[config.mk]
export PLATFORM = sky130hd
export DESIGN_NAME = sector_lock_seq
export DESIGN_NICKNAME = d
export VERILOG_FILES = /design/src/rtl/spp_pkg.sv /design/src/rtl/spp_cmd_fsm.sv /design/src/rtl/spp_op_timer.sv /design/src/rtl/spp_lock_array.sv /design/src/rtl/sector_lock_seq.sv
export SDC_FILE = /design/constraint.sdc
export NUM_CORES = 1
export LEC_CHECK = 0
export BUFFER_PORTS_ARGS = -buffer_cell sky130_fd_sc_hd__buf_4
export CAP_MARGIN = 25
export CORE_ASPECT_RATIO = 0.9
export CORE_UTILIZATION = 52
export CTS_CLUSTER_DIAMETER = 80
export CTS_CLUSTER_SIZE = 28
export DETAILED_ROUTE_END_ITERATION = 6
export GPL_TIMING_DRIVEN = 0
export PLACE_DENSITY_LB_ADDON = 0.25
export SETUP_SLACK_MARGIN = 0.02
export SLEW_MARGIN = 20
export SYNTH_ARGS = -nofsm -noshare
export SYNTH_HDL_FRONTEND = slang
export SYNTH_HIERARCHICAL = 1
export SYNTH_SLANG_ARGS = --single-unit
[constraint.sdc]
create_clock -name clk -period 2.35 [get_ports clk]
set_input_delay 0.3525 -clock clk [delete_from_list [all_inputs] [get_ports clk]]
set_output_delay 0.3525 -clock clk [all_outputs]
set_load 0.02 [all_outputs]
[src/rtl/spp_pkg.sv]
package spp_pkg;

    typedef enum logic [1:0] {
        ST_IDLE = 2'd0,
        ST_ARM1 = 2'd1,
        ST_ARM2 = 2'd2,
        ST_RUN  = 2'd3
    } seq_state_e;

    typedef enum logic {
        OP_LOCK   = 1'b0,
        OP_UNLOCK = 1'b1
    } op_kind_e;

    localparam logic [7:0] CMD_SETUP   = 8'h60;
    localparam logic [7:0] CMD_CONFIRM = 8'h40;
    localparam int         SEL_BIT     = 6;
    localparam int         KEY_HI_BIT  = 1;
    localparam int         KEY_LO_BIT  = 0;

    typedef struct packed {
        logic     is_setup;
        logic     is_confirm;
        logic     key_ok;
        op_kind_e kind;
    } wr_decode_t;

    function automatic int unsigned us_to_cycles(input int unsigned hz, input int unsigned us);
        logic [63:0] prod;
        prod = 64'(hz) * 64'(us) / 64'd1_000_000;
        if (prod == 64'd0) prod = 64'd1;
        return prod[31:0];
    endfunction

endpackage

[src/rtl/spp_cmd_fsm.sv]
module spp_cmd_fsm
    import spp_pkg::*;
#(
    parameter int ADDR_W = 16,
    parameter int SECT_W = 3
) (
    input  logic              clk,
    input  logic              rst,
    input  logic              hv_en,
    input  logic              wr_en,
    input  logic [ADDR_W-1:0] wr_addr,
    input  logic [7:0]        wr_data,
    input  logic              done,
    output logic              start,
    output op_kind_e          op_kind,
    output logic [SECT_W-1:0] op_sector,
    output logic              busy
);

    seq_state_e state_q, state_d;
    wr_decode_t dec;

    always_comb begin
        dec.is_setup   = (wr_data == CMD_SETUP);
        dec.is_confirm = (wr_data == CMD_CONFIRM);
        dec.key_ok     = wr_addr[KEY_HI_BIT] & ~wr_addr[KEY_LO_BIT];
        dec.kind       = wr_addr[SEL_BIT] ? OP_UNLOCK : OP_LOCK;
    end

    always_comb begin
        state_d = state_q;
        start   = 1'b0;
        unique case (state_q)
            ST_RUN: begin
                if (done) state_d = ST_IDLE;
            end
            default: begin
                if (wr_en) begin
                    if (!hv_en || !dec.key_ok) begin
                        state_d = ST_IDLE;
                    end else begin
                        unique case (state_q)
                            ST_IDLE: state_d = dec.is_setup ? ST_ARM1 : ST_IDLE;
                            ST_ARM1: state_d = dec.is_setup ? ST_ARM2 : ST_IDLE;
                            ST_ARM2: begin
                                if (dec.is_confirm) begin
                                    state_d = ST_RUN;
                                    start   = 1'b1;
                                end else begin
                                    state_d = ST_IDLE;
                                end
                            end
                            default: state_d = ST_IDLE;
                        endcase
                    end
                end
            end
        endcase
    end

    always_ff @(posedge clk) begin
        if (rst) begin
            state_q   <= ST_IDLE;
            op_kind   <= OP_LOCK;
            op_sector <= '0;
        end else begin
            state_q <= state_d;
            if (start) begin
                op_kind   <= dec.kind;
                op_sector <= wr_addr[ADDR_W-1 -: SECT_W];
            end
        end
    end

    assign busy = (state_q == ST_RUN);

endmodule

[src/rtl/spp_op_timer.sv]
module spp_op_timer #(
    parameter int CNT_W = 20
) (
    input  logic             clk,
    input  logic             rst,
    input  logic             start,
    input  logic [CNT_W-1:0] load_val,
    output logic             done
);

    logic [CNT_W-1:0] cnt_q;

    always_ff @(posedge clk) begin
        if (rst) begin
            cnt_q <= '0;
        end else if (start) begin
            cnt_q <= load_val;
        end else if (cnt_q != '0) begin
            cnt_q <= cnt_q - 1'b1;
        end
    end

    assign done = (cnt_q == CNT_W'(1));

endmodule

[src/rtl/spp_lock_array.sv]
module spp_lock_array
    import spp_pkg::*;
#(
    parameter int NUM_SECTORS = 8,
    parameter int SECT_W      = 3
) (
    input  logic                   clk,
    input  logic                   rst,
    input  logic                   done,
    input  op_kind_e               op_kind,
    input  logic [SECT_W-1:0]      op_sector,
    input  logic                   busy,
    input  logic                   rd_en,
    input  logic [SECT_W-1:0]      rd_sector,
    output logic                   rd_valid,
    output logic                   rd_status,
    output logic [NUM_SECTORS-1:0] lock_bits
);

    for (genvar s = 0; s < NUM_SECTORS; s++) begin : g_sect
        always_ff @(posedge clk) begin
            if (rst) begin
                lock_bits[s] <= 1'b0;
            end else if (done) begin
                if (op_kind == OP_UNLOCK)
                    lock_bits[s] <= 1'b0;
                else if (op_sector == SECT_W'(s))
                    lock_bits[s] <= 1'b1;
            end
        end
    end

    logic sel_bit;
    always_comb begin
        sel_bit = 1'b0;
        for (int s = 0; s < NUM_SECTORS; s++)
            if (rd_sector == SECT_W'(s)) sel_bit = lock_bits[s];
    end

    always_ff @(posedge clk) begin
        if (rst) begin
            rd_valid  <= 1'b0;
            rd_status <= 1'b0;
        end else begin
            rd_valid  <= rd_en;
            rd_status <= rd_en & ~busy & sel_bit;
        end
    end

endmodule

[src/rtl/sector_lock_seq.sv]
module sector_lock_seq
    import spp_pkg::*;
#(
    parameter int          NUM_SECTORS = 8,
    parameter int          ADDR_W      = 16,
    parameter int unsigned CLK_HZ      = 200_000_000,
    parameter int unsigned PROT_US     = 150,
    parameter int unsigned UNPROT_US   = 1500
) (
    input  logic              clk,
    input  logic              rst,
    input  logic              hv_en,
    input  logic              wr_en,
    input  logic [ADDR_W-1:0] wr_addr,
    input  logic [7:0]        wr_data,
    input  logic              rd_en,
    input  logic [ADDR_W-1:0] rd_addr,
    output logic              busy,
    output logic              rd_valid,
    output logic              rd_status
);

    localparam int          SECT_W     = (NUM_SECTORS > 1) ? $clog2(NUM_SECTORS) : 1;
    localparam int unsigned PROT_CYC   = us_to_cycles(CLK_HZ, PROT_US);
    localparam int unsigned UNPROT_CYC = us_to_cycles(CLK_HZ, UNPROT_US);
    localparam int unsigned MAX_CYC    = (PROT_CYC > UNPROT_CYC) ? PROT_CYC : UNPROT_CYC;
    localparam int          CNT_W      = $clog2(MAX_CYC + 1);

    logic                   start, done;
    op_kind_e               op_kind;
    logic [SECT_W-1:0]      op_sector;
    logic [CNT_W-1:0]       load_val;
    logic [NUM_SECTORS-1:0] lock_bits;

    spp_cmd_fsm #(.ADDR_W(ADDR_W), .SECT_W(SECT_W)) u_fsm (
        .clk(clk), .rst(rst), .hv_en(hv_en), .wr_en(wr_en),
        .wr_addr(wr_addr), .wr_data(wr_data), .done(done),
        .start(start), .op_kind(op_kind), .op_sector(op_sector), .busy(busy)
    );

    assign load_val = wr_addr[SEL_BIT] ? CNT_W'(UNPROT_CYC) : CNT_W'(PROT_CYC);

    spp_op_timer #(.CNT_W(CNT_W)) u_timer (
        .clk(clk), .rst(rst), .start(start), .load_val(load_val), .done(done)
    );

    spp_lock_array #(.NUM_SECTORS(NUM_SECTORS), .SECT_W(SECT_W)) u_array (
        .clk(clk), .rst(rst), .done(done), .op_kind(op_kind),
        .op_sector(op_sector), .busy(busy), .rd_en(rd_en),
        .rd_sector(rd_addr[ADDR_W-1 -: SECT_W]),
        .rd_valid(rd_valid), .rd_status(rd_status), .lock_bits(lock_bits)
    );

endmodule

==> Yosys cells after proc, flatten, opt, wreduce, memory -nomap -nowiden <==
Cells that the tools add are included.
{ "word_totals": {"wordCells": 108, "ff_bits": 35} }
{ "op_classes": {"n_mux": 41, "addsub": 1, "n_reduce_logical": 26, "bitwise_logic": 5, "n_eq_ne": 21} }
{ "op_table": {"columns": ["operator", "n"], "rows": [
  ["$mux W19", 3],
  ["$mux W1", 31],
  ["$eq A3 B3 Y1 const B", 8],
  ["$reduce_bool A2 Y1", 10],
  ["$eq A19 B1 Y1 const B", 1],
  ["$reduce_bool A19 Y1", 1],
  ["$sub A19 B1 Y19 const B", 1],
  ["$reduce_and A2 Y1", 9],
  ["$eq A8 B7 Y1 const B", 2],
  ["$eq A3 B2 Y1 const B", 4],
  ["$mux W2", 6],
  ["$eq A3 B1 Y1 const B", 2],
  ["$logic_not A3 Y1", 2],
  ["$pmux W2 S3", 1],
  ["$eq A2 B2 Y1 const B", 2],
  ["$and A1 B1 Y1", 3],
  ["$eq A2 B1 Y1 const B", 1],
  ["$logic_not A1 Y1", 2],
  ["$logic_not A2 Y1", 1],
  ["$ne A2 B2 Y1 const B", 1],
  ["$not A1 Y1", 2],
  ["$logic_or A1 B1 Y1", 1]
]} }

==> Logic depth before layout (Yosys ltp) <==
Gate-level depths: netlist (run 1).
{ "depth": {"ltp_word": 10, "depth_mapped": 8, "depth_no_buf": 7} }

==> Cells and area by module <==
The synthesis (run 1) kept the hierarchy.
{ "modules_own_cells": {"columns": ["module", "cells_per_inst", "area_per_inst_um2", "instances", "seq_area_each_um2"], "rows": [
  ["spp_op_timer", 127, 1056.0, 1, 380.4],
  ["spp_lock_array", 40, 409.1, 1, 200.2],
  ["spp_cmd_fsm", 36, 369.1, 1, 120.1],
  ["sector_lock_seq", 3, 11.3, 1, 0.0]
]} }

==> Worst setup path before layout (run 1) <==
Ideal clock, no wire load.
{ "synth_timing": {"path_type": "flip-flop to flip-flop", "start": "register u_timer.cnt_q[8]", "end": "register u_array.lock_bits[0]", "stages_incl_launch_ff": 7, "arrival_time_ns": 1.948, "setup_ns": 0.058, "n_path_buf": 0, "period_less_slack_ns": 2.006, "slack_ns": 0.344, "required_ns": 2.292, "path_cell_list": "dfxtp_1 or4_4 nor4_1 and4b_1 nand2b_1 nor3_1 o21a_1"} }
{ "synth_between": {"elab_chain_cells": 2} }
{ "synth_rtl": {"columns": ["element", "line_no", "source"], "rows": [
  ["start: declaration", "spp_op_timer.sv:11", "logic [CNT_W-1:0] cnt_q;"],
  ["start signal: assignment", "spp_op_timer.sv:17", "cnt_q <= load_val;"],
  ["start signal: assignment", "spp_op_timer.sv:19", "cnt_q <= cnt_q - 1'b1;"],
  ["$eq A19 B1 Y1", "spp_op_timer.sv:23", "assign done = (cnt_q == CNT_W'(1));"],
  ["named net done", "sector_lock_seq.sv:29", "logic start, done;"],
  ["$reduce_and A2 Y1 (no source line)", null, null],
  ["end signal: indexed assignment", "spp_lock_array.sv:23", "lock_bits[s] <= 1'b0;"],
  ["end signal: indexed assignment", "spp_lock_array.sv:26", "lock_bits[s] <= 1'b0;"],
  ["end signal: indexed assignment", "spp_lock_array.sv:28", "lock_bits[s] <= 1'b1;"],
  ["end: declaration", "spp_lock_array.sv:17", "output logic [NUM_SECTORS-1:0] lock_bits"]
]} }
The timed path passes the listed nets, and every way through them passes these cells.
A chain may end at the register's enable or synchronous reset.

==> Final worst setup path (run 1) <==
{ "layout_timing": {"start": "register u_timer.cnt_q[8]", "end": "register u_array.lock_bits[3]"} }
Same word-level chain as after synthesis.

==> impl_metrics.env, run 1 <==
export IMPL_outcome="complete, no violations"
export IMPL_nFillCells=297
export IMPL_rsz0062_at_grt="no"
export IMPL_ys_flop_type="dfxtp_1"
export IMPL_holdWs_ns=0.334
export IMPL_core_area_sq_mm=0.00338
export IMPL_grt_pass1_vias=1542
export IMPL_ys_ff_latch=35
export IMPL_switching_share=0.345
export IMPL_async_flop_share=0
export IMPL_synth_avg_cell_area_sq_um=8.96
export IMPL_power_frac_clock=0.237
export IMPL_p_switching_mw=0.749
export IMPL_grt_remaining_overflow=0
export IMPL_path_class="reg -> reg"
export IMPL_setup_viol=0
export IMPL_num_vias=1604
export IMPL_globalplace_congestion=0.831
export IMPL_critical_path_top_delay_family="simple AND/OR/NAND/NOR gates"
export IMPL_clk_pin_slew_ns=0.07
export IMPL_synth_top_cell_area_share=0.380
export IMPL_fp_dieArea_sq_mm=0.00379
export IMPL_ctsHtreeMaxLevel=2
export IMPL_wl_mm=3.86
export IMPL_yosysWarnings=6
export IMPL_drc_errors=0
export IMPL_io_pins=48
export IMPL_die_h_microns=58.5
export IMPL_start_util=0.546
export IMPL_drive_above_1_share=0.200
export IMPL_synth_area_leaders="dfxtp_1, mux2i_1, xnor2_1"
export IMPL_grt_max_degree=12
export IMPL_critical_path_required_ns=2.58
export IMPL_critPathArrivalTime_ns=2.38
export IMPL_end_kind="register"
export IMPL_ant_nets=0
export IMPL_crit_cells=6
export IMPL_p_leak_nw=0.904
export IMPL_viasPerCell=5.55
export IMPL_cp_max_fo=9
export IMPL_grt_pass1_wl_mm=6.79
export IMPL_drt_initial_drc_count=83
export IMPL_ys_seq_area_frac=0.380
export IMPL_critPathSlowestCell="or4_4"
export IMPL_postSynthCellCount=206
export IMPL_hold_viol=0
export IMPL_port_buffers=24
export IMPL_num_antenna_cells=0
export IMPL_r2r_cells=6
export IMPL_dp_hpwl_mm=2.78
export IMPL_combPwrFrac=0.391
export IMPL_cp_start_kind="register"
export IMPL_maxSlewViolCount=0
export IMPL_pwr_share_seq=0.372
export IMPL_power_mw=2.17
export IMPL_startpoint="u_timer/cnt_q[8]$_SDFFE_PP0P_"
export IMPL_finalNetCount=292
export IMPL_cts_tree="done"
export IMPL_endpoint="u_array/lock_bits[3]$_SDFFE_PP0P_"
export IMPL_holdBufCountCts=0
export IMPL_worst_skew_pair_late_latency_ns=0.29
export IMPL_avgRoutedWirePerCell_microns=13.4
export IMPL_dr_pass1_iters=4
export IMPL_cts_setup_buffers=0
export IMPL_max_freq_ghz=0.465
export IMPL_irDropWorstVdd_v=0.000801
export IMPL_crit_buf_inv=0
export IMPL_rows=20
export IMPL_post_route_period_util=0.916
export IMPL_max_stage_delay_ns=0.60
export IMPL_netlist_area_sq_mm=0.00185
export IMPL_track_usage=0.233
export IMPL_synth_edf_count=0
export IMPL_post_route_min_period_ns=2.15
export IMPL_post_cts_resize_count=0
export IMPL_r2r_slack_ns=0.20
export IMPL_yosysUniqueCellTypes=52
export IMPL_min_from="wr_addr[13]"
export IMPL_path_cells="or4_4 -> nor4_2 -> and4b_2 -> nand2b_1 -> nor3_1 -> o21a_1"
export IMPL_chipWidth_microns=64.8
export IMPL_cts_buffers_inserted=5
export IMPL_power_per_cell_area_mw_per_mm2=977
export IMPL_clock_sinks=35
export IMPL_fin_skew_ns=0.00885
export IMPL_maxCapViolCount=0
export IMPL_root_buffer="clkbuf_8"
export IMPL_r2r_end="u_array/lock_bits[3]$_SDFFE_PP0P_"
export IMPL_p_int_mw=1.42
export IMPL_holdCritPathClass="in -> reg"
export IMPL_reg2reg_from="u_timer/cnt_q[8]$_SDFFE_PP0P_"
export IMPL_synth_largest_area_cell="dfxtp_1"
export IMPL_area_growth_syn_to_layout_pct=20.5
export IMPL_antenna_found_initial=0
export IMPL_cts_buffer_depth=2
routing by layer:
layer / global-route usage / share of wire
met4: 0.0667 / 0.012
met3: 0.0640 / 0.065
met5: 0 / 0
met1: 0.292 / 0.48
met2: 0.393 / 0.45
flip-flops by register name, summed over array words and instances (netlist names):
| register | flops |
|---|---|
| u_fsm/op_kind | 1 |
| u_fsm/state_q | 2 |
| u_fsm/op_sector | 3 |
| u_timer/cnt_q | 19 |
| u_array/lock_bits | 8 |
| u_array/rd_status | 1 |
| u_array/rd_valid | 1 |
cell families after synthesis:
group,share of synthesized area
simple gates,0.295
compound gates,0.148
flops,0.380
xor+xnor,0.0664
buf+inv,0.0264
mux,0.0664
fa+ha+maj,0.0136
other cells,0.00407
power by group through the flow:
stage / Combinational (mW) / Sequential [mW] / Clock (mW)
floorplan: 0.678 / 0.788 / 0
global placement: 0.813 / 0.810 / 0
detailed placement: 0.830 / 0.819 / 0
CTS: 0.837 / 0.807 / 0.525
global route: 0.964 / 0.819 / 0.551
finish: 0.850 / 0.809 / 0.514
worst min-delay path by stage:
stage | to | slack (ns) | cells past startpoint
6_report | u_fsm/op_sector[0]$_SDFFE_PP0P_ | 0.33 | 3
5_1_grt | u_fsm/op_sector[1]$_SDFFE_PP0P_ | 0.34 | 3
4_1_cts | u_array/rd_valid$_SDFF_PP0_ | 0.33 | 2
3_5_place_dp | u_array/lock_bits[3]$_SDFFE_PP0P_ | 0.46 | 1
3_3_place_gp | u_array/lock_bits[2]$_SDFFE_PP0P_ | 0.45 | 1
2_1_floorplan | u_array/rd_valid$_SDFF_PP0_ | 0.43 | 1
layout make-up:
type	instances	area [sq um]	share of cell area
Multi-Input combinational cell	166	1130	0.510
Sequential cell	35	701	0.315
Timing Repair Buffer	24	180	0.0810
Clock buffer	6	72.6	0.0326
Tap cell	44	55.1	0.0248
Clock inverter	1	30.0	0.0135
Inverter	8	30.0	0.0135
Buffer	5	21.3	0.00957
placed cells by master (no fill, tap or decap), drive strengths merged, types with 2 or more instances in the layout:
cell type | netlist | final
nand2 | 17 | 17
nand4 | 3 | 3
or4 | 5 | 5
dfxtp | 35 | 35
a211o | 2 | 2
a22oi | 3 | 3
nand2b | 10 | 10
nand3 | 3 | 3
a32o | 2 | 2
nor3 | 12 | 12
buf | 1 | 25
or3 | 4 | 4
nor2b | 3 | 3
clkbuf | 4 | 10
xor2 | 5 | 5
xnor2 | 9 | 9
o21ai | 10 | 10
and4b | 3 | 3
ha | 2 | 2
a41oi | 4 | 4
nor4 | 2 | 2
inv | 8 | 8
conb | 2 | 10
o21a | 4 | 4
o41ai | 2 | 2
or2 | 2 | 2
a21oi | 6 | 6
mux2i | 10 | 10
nor2 | 18 | 18
nor3b | 3 | 3
worst reg2reg max path, cell delays in order, from the launching register on:
cell and delay [ns]:
dfxtp_1 0.35, or4_4 0.60, nor4_2 0.32, and4b_2 0.39, nand2b_1 0.13, nor3_1 0.19
o21a_1 0.13
synth_stat cells (2+ instances only):
master and count:
nand4_1 3, nand2b_1 10, a22oi_1 3, o21a_1 4, mux2i_1 10, nor2b_1 3
nor2_1 18, or4_4 2, a41oi_1 4, o21ai_0 9, inv_1 7, conb_1 2
or4_1 2, nand3_1 3, xnor2_1 9, or3_1 3, a32o_1 2, xor2_1 5
dfxtp_1 35, clkbuf_1 4, nand2_1 17, nor3_1 12, a21oi_1 6, and4b_1 3
nor3b_1 2, ha_1 2
stage by stage:
stage          cell area (sq um)  utilization  instances  setup WS [ns]  TNS [ns]
2_1_floorplan               1880            -        214          0.344         0
3_3_place_gp                2110        0.625        282       -0.00760  -0.00760
3_5_place_dp                2110        0.625        282         -0.104    -0.104
4_1_cts                     2210        0.655        289         0.0530         0
5_1_grt                     2220        0.658        289         0.0362         0
6_report                    2220        0.658        289          0.198         0
Power figures use the tool's default switching activity.
==> run 2, diff against run 1 <==
BUFFER_PORTS_ARGS = default   (was -buffer_cell sky130_fd_sc_hd__buf_4)
CORE_UTILIZATION = 62   (was 52)
DONT_BUFFER_PORTS = 1   (was default)
==> run 2 against run 1 <==
  * Sequential power is 0.7% lower
  * Fmax is 1.6% lower
  * Clock power is 39% lower
  * Critical path depth is 1 higher
  * Clock skew is 0.0056 ns higher
  * Cell count is 8.3% lower
  * Worst setup slack worse by 0.035 ns
  * Combinational power hardly changed
  * Cell area is 9.3% lower
  * Routed wire length is 4.1% higher
  * Count of clock-buffer cells in the layout is 1 higher
  * Critical endpoint is now u_fsm/state_q[0]$_SDFFE_PP0P_
  * Largest power group unchanged
==> impl_metrics.env, run 2 (synthesized netlist as in run 1, its figures left out) <==
export IMPL_grt_pass1_wl_mm=6.53
export IMPL_cts_buffer_depth=2
export IMPL_reg_top3="u_timer/cnt_q: 19 flops, u_array/lock_bits: 8 flops, u_fsm/op_sector: 3 flops"
export IMPL_power_per_cell_area_mw_per_mm2=977
export IMPL_max_freq_ghz=0.457
export IMPL_ant_nets=0
export IMPL_track_usage=0.279
export IMPL_critical_path_required_ns=2.58
export IMPL_holdWs_ns=0.0771
export IMPL_die_h_microns=53.8
export IMPL_outcome="complete, no violations"
export IMPL_grt_remaining_overflow=0
export IMPL_dr_pass1_iters=4
export IMPL_core_area_sq_mm=0.00279
export IMPL_path_class="reg -> reg"
export IMPL_cp_start_kind="register"
export IMPL_stdcell_count=265
export IMPL_critPathArrivalTime_ns=2.42
export IMPL_post_route_min_period_ns=2.19
export IMPL_chipWidth_microns=59.5
export IMPL_reg2reg_from="u_timer/cnt_q[8]$_SDFFE_PP0P_"
export IMPL_layout_common_cells="dfxtp_1, nor2_1, nand2_1"
export IMPL_dp_hpwl_mm=2.86
export IMPL_fp_dieArea_sq_mm=0.00320
export IMPL_post_route_period_util=0.931
export IMPL_root_buffer="clkbuf_4"
export IMPL_finalNetCount=271
export IMPL_wl_mm=4.02
export IMPL_nFillCells=225
export IMPL_clk_pin_slew_ns=0.11
export IMPL_layout_commonest_cell="dfxtp_1"
export IMPL_cts_tree="done"
export IMPL_utilization=0.722
export IMPL_ctsHtreeMaxLevel=2
export IMPL_clock_sinks=35
export IMPL_grt_pass1_vias=1491
export IMPL_setup_viol=0
export IMPL_area_growth_syn_to_layout_pct=9.22
export IMPL_hold_viol=0
export IMPL_min_from="rst"
export IMPL_grt_max_degree=12
export IMPL_irDropWorstVdd_v=0.000590
export IMPL_pre_cts_ws_ns=-0.0270
export IMPL_place_inst=254
export IMPL_io_pins=48
export IMPL_num_vias=1557
export IMPL_fin_skew_ns=0.0144
export IMPL_rows=18
export IMPL_startpoint="u_timer/cnt_q[8]$_SDFFE_PP0P_"
export IMPL_drive_above_1_share=0.129
export IMPL_end_kind="register"
export IMPL_antenna_found_initial=0
export IMPL_port_buffers=0
export IMPL_globalplace_congestion=0.889
export IMPL_maxCapViolCount=0
export IMPL_drt_initial_drc_count=82
export IMPL_num_antenna_cells=0
export IMPL_cts_buffers_inserted=5
export IMPL_viasPerCell=5.88
export IMPL_maxSlewViolCount=0
export IMPL_holdCritPathClass="in -> reg"
export IMPL_worst_skew_pair_late_latency_ns=0.34
export IMPL_start_util=0.661
export IMPL_drc_errors=0
export IMPL_cp_max_fo=6
export IMPL_holdBufCountCts=0
export IMPL_p_leak_nw=0.784
export IMPL_timing_final_ws_setup_ns=0.163
export IMPL_regMostFlops="u_timer/cnt_q"
export IMPL_avgRoutedWirePerCell_microns=15.2
export IMPL_largest_reg_flops=19
[run 2: worst paths after layout]
path | slack (ns) | endpoint | depth (start not counted)
worst max-delay path | 0.16 | u_fsm/state_q[0]$_SDFFE_PP0P_ | 7
worst min-delay path | 0.08 | u_array/rd_valid$_SDFF_PP0_ | 1
worst max register to register | 0.16 | u_fsm/state_q[0]$_SDFFE_PP0P_ | 7
worst min register to register | 0.48 | u_array/lock_bits[2]$_SDFFE_PP0P_ | 1
[run 2: routing by layer]
| metal | vias to the layer above | part of all wire | track usage | wire (microns) |
|---|---|---|---|---|
| met5 | - | 0 | 0 | 0 |
| met4 | 0 | 0.010 | 0.0969 | 40 |
| met3 | 7 | 0.040 | 0.0721 | 162 |
| met2 | 32 | 0.49 | 0.502 | 1980 |
| met1 | 743 | 0.46 | 0.324 | 1830 |
| li1 | 775 | - | - | - |
[run 2: through the flow]
stage,TNS [ns],instance area (sq um),total power [mW]
detailed placement,-0.0558,1930,1.61
floorplan,0,1880,1.47
CTS,0,1980,1.93
global placement,0,1930,1.58
global route,-0.00220,2020,2.12
finish,0,2020,1.97
[run 2: what timing repair did]
item,CTS,global route
setup endpoints to repair,4,21
resized for setup,1,4
pin swaps,0,1
hold endpoints to repair,0,0
setup buffers,0,4
gates cloned,0,0
[run 2: critical path: stages (launching register included)]
cell	delay (ns)
dfxtp_1	0.38
or4_4	0.59
nor4_2	0.33
and4b_2	0.38
buf_4	0.15
mux2i_1	0.06
nand3b_1	0.10
o41ai_2	0.07
[run 2: where the power goes]
| part | leakage [nW] | internal [mW] | total [mW] | switching, mW |
|---|---|---|---|---|
| clock network | 0.0293 | 0.117 | 0.312 | 0.196 |
| logic | 0.469 | 0.418 | 0.853 | 0.435 |
| registers | 0.285 | 0.692 | 0.803 | 0.111 |
[run 2: layout make-up]
type	instances	area [sq um]	share of cell area
Buffer	4	16.3	0.00807
Clock buffer	7	45.0	0.0223
Clock inverter	1	5.00	0.00248
Inverter	8	30.0	0.0149
Multi-Input combinational cell	166	1140	0.565
Sequential cell	35	701	0.348
Tap cell	40	50.0	0.0248
Timing Repair Buffer	4	30.0	0.0149
==> run 3, diff against run 2 <==
ABC_AREA = 1   (was default)
CORE_UTILIZATION = 63   (was 62)
==> run 3 against run 2 <==
  * Register-to-register slack better by 0.18 ns
  * Largest cell class unchanged
  * Cell area is 9.7% higher
  * Routed wire length is 8.0% higher
  * Critical endpoint is now u_array/lock_bits[0]$_SDFFE_PP0P_
  * Hold slack worse by 0.029 ns
==> impl_metrics.env, run 3 <==
export IMPL_outcome="complete, no violations"
export IMPL_io_pins=48
export IMPL_port_buffers=0
export IMPL_max_freq_ghz=0.497
export IMPL_min_from="rst"
export IMPL_power_per_cell_area_mw_per_mm2=1240
export IMPL_switching_share=0.496
export IMPL_wl_met2_mm=1.85
export IMPL_drive_above_1_share=0.0714
export IMPL_combPwrFrac=0.561
export IMPL_p_int_mw=1.39
export IMPL_min_to="u_timer/cnt_q[8]$_SDFFE_PP0P_"
export IMPL_cts_buffers_inserted=5
export IMPL_hold_path_depth=1
export IMPL_slew_headroom=0.670
export IMPL_area_growth_syn_to_layout_pct=6.51
export IMPL_reg2reg_from="u_timer/cnt_q[14]$_SDFFE_PP0P_"
export IMPL_utilization=0.715
export IMPL_globalplace_congestion=0.895
export IMPL_core_area_sq_mm=0.00309
export IMPL_fp_dieArea_sq_mm=0.00353
export IMPL_power_mw=2.75
export IMPL_post_route_period_util=0.856
export IMPL_worst_skew_pair_late_latency_ns=0.36
export IMPL_hold_viol=0
export IMPL_irDropWorstVdd_v=0.000747
export IMPL_viasPerCell=4.91
export IMPL_yosysUniqueCellTypes=26
export IMPL_clk_pin_slew_ns=0.11
export IMPL_synth_top_cell_area_share=0.338
export IMPL_antenna_found_initial=0
export IMPL_ys_ff_latch=35
export IMPL_yosysWarnings=6
export IMPL_num_vias=1992
export IMPL_root_buffer="clkbuf_4"
export IMPL_tns_ns=0
export IMPL_met1Wirelength_mm=2.06
export IMPL_holdBufCountCts=0
export IMPL_grt_remaining_overflow=0
export IMPL_grt_pass1_wl_mm=7.56
export IMPL_synth_area_leaders="dfxtp_1, nand2_1, nor2_1"
export IMPL_num_antenna_cells=0
export IMPL_critPathArrivalTime_ns=2.31
export IMPL_ant_nets=0
export IMPL_drc_errors=0
export IMPL_synth_avg_cell_area_sq_um=5.96
export IMPL_die_h_microns=56.5
export IMPL_holdCritPathClass="in -> reg"
export IMPL_critical_path_required_ns=2.65
export IMPL_worst_pin_slew_ns=0.492
export IMPL_maxSlewViolCount=0
export IMPL_ys_top_cells_by_count="nand2_1, nor2_1, inv_1"
export IMPL_maxCapViolCount=0
export IMPL_met3WireLength_microns=352
export IMPL_cts_tree="done"
export IMPL_end_kind="register"
export IMPL_largest_reg_flops=19
export IMPL_r2r_slack_ns=0.34
export IMPL_async_flop_share=0
export IMPL_cp_max_fo=5
export IMPL_fin_skew_ns=0.0134
export IMPL_p_switching_mw=1.36
export IMPL_r2r_cells=9
export IMPL_power_frac_clock=0.118
export IMPL_r2r_end="u_array/lock_bits[0]$_SDFFE_PP0P_"
export IMPL_grt_max_degree=12
export IMPL_avgRoutedWirePerCell_microns=10.7
export IMPL_layout_common_cells="nand2_1, nor2_1, inv_1"
export IMPL_start_util=0.672
export IMPL_postSynthCellCount=348
export IMPL_regMostFlops="u_timer/cnt_q"
export IMPL_chipWidth_microns=62.5
export IMPL_post_route_min_period_ns=2.01
export IMPL_cts_setup_buffers=0
export IMPL_grt_pass1_vias=1719
export IMPL_p_leak_nw=1.20
export IMPL_synth_most_common_cell="nand2_1"
export IMPL_cts_buffer_depth=2
export IMPL_dp_hpwl_mm=3.27
export IMPL_reg_top3="u_timer/cnt_q: 19 flops, u_array/lock_bits: 8 flops, u_fsm/op_sector: 3 flops"
export IMPL_finalNetCount=410
export IMPL_path_class="reg -> reg"
export IMPL_rsz0062_at_grt="no"
export IMPL_post_cts_resize_count=0
export IMPL_pwr_share_seq=0.321
export IMPL_ys_flop_type="dfxtp_1"
export IMPL_track_usage=0.277
export IMPL_drt_initial_drc_count=114
export IMPL_ys_seq_area_frac=0.338
export IMPL_netlist_area_sq_mm=0.00208
export IMPL_setup_viol=0
export IMPL_rows=19
export IMPL_ctsHtreeMaxLevel=2
export IMPL_top_layer_used="met4"
export IMPL_layout_commonest_cell="nand2_1"
export IMPL_cp_start_kind="register"
export IMPL_nFillCells=289
export IMPL_synth_largest_area_cell="dfxtp_1"
export IMPL_dr_pass1_iters=5
export IMPL_wl_mm=4.34
export IMPL_synth_edf_count=0
export IMPL_clock_sinks=35
[run 3: cell count changes in the layout (fill, tap and decap cells not counted), sizes merged, moves of 6 or more]
cell and change:
nand2 +81, nor2 +72, inv +45, nand3 +20
a21oi +10, mux2i -10, nand2b -10, xnor2 -7
nor3 -6
[run 3: layout make-up]
class,count,area (sq um),share of cell area
flip-flops and latches,35,701,0.317
plain buffers,5,35.0,0.0158
clock inverters,3,15.0,0.00679
well taps,42,52.6,0.0238
clock buffers,5,37.5,0.0170
multi-input cells,262,1170,0.528
inverters,54,203,0.0917
[run 3: worst max-delay path, stage by stage (launching register included)]
cell	delay (ns)
dfxtp_1	0.36
nor2_1	0.19
nand2_1	0.09
nor2_2	0.24
nand3_1	0.12
nor3_1	0.40
inv_1	0.09
nor2_1	0.26
a21oi_1	0.11
nor2_1	0.10
[run 3: metrics by stage]
stage	hold slack (ns)	area (sq um)	std cells	worst slack, ns
floorplan	0.422	2110	356	0.654
CTS	0.0331	2210	406	0.349
finish	0.0486	2210	406	0.339
global placement	0.422	2160	398	0.394
detailed placement	0.425	2160	398	0.386
global route	0.0295	2210	406	0.110
[run 3: cell families after synthesis]
logic type	count (synthesis)	share of synthesized area
AOI/OAI and AO/OA	23	0.0579
xor gates and xnor gates	7	0.0295
adders and majority gates	2	0.0121
buffers and inverters	59	0.115
DFF	35	0.338
other	2	0.00362
and+or+nand+nor	220	0.445
[run 3: worst max path at each step]
| stage | start | end | slack [ns] | cells past startpoint |
|---|---|---|---|---|
| 2_1_floorplan | wr_data[6] | u_timer/cnt_q[1]$_SDFFE_PP0P_ | 0.65 | 13 |
| 6_report | u_timer/cnt_q[14]$_SDFFE_PP0P_ | u_array/lock_bits[0]$_SDFFE_PP0P_ | 0.34 | 9 |
| 4_1_cts | u_timer/cnt_q[14]$_SDFFE_PP0P_ | u_array/lock_bits[0]$_SDFFE_PP0P_ | 0.35 | 9 |
| 5_1_grt | u_fsm/state_q[1]$_SDFFE_PP0P_ | u_timer/cnt_q[10]$_SDFFE_PP0P_ | 0.11 | 12 |
| 3_3_place_gp | wr_data[6] | u_timer/cnt_q[1]$_SDFFE_PP0P_ | 0.39 | 13 |
| 3_5_place_dp | wr_data[6] | u_timer/cnt_q[12]$_SDFFE_PP0P_ | 0.39 | 14 |
[run 3: power groups by stage]
stage	Sequential (mW)	Combinational (mW)	Clock [mW]
6_report	0.883	1.54	0.324
5_1_grt	0.904	1.80	0.359
2_1_floorplan	0.857	1.26	0
3_5_place_dp	0.892	1.52	0
4_1_cts	0.879	1.52	0.336
3_3_place_gp	0.889	1.47	0
[run 3: per-layer routing]
layer,up-vias,GRT usage
li1,1072,-
met2,55,0.425
met4,0,0.0997
met3,6,0.0732
met1,859,0.373
met5,-,0
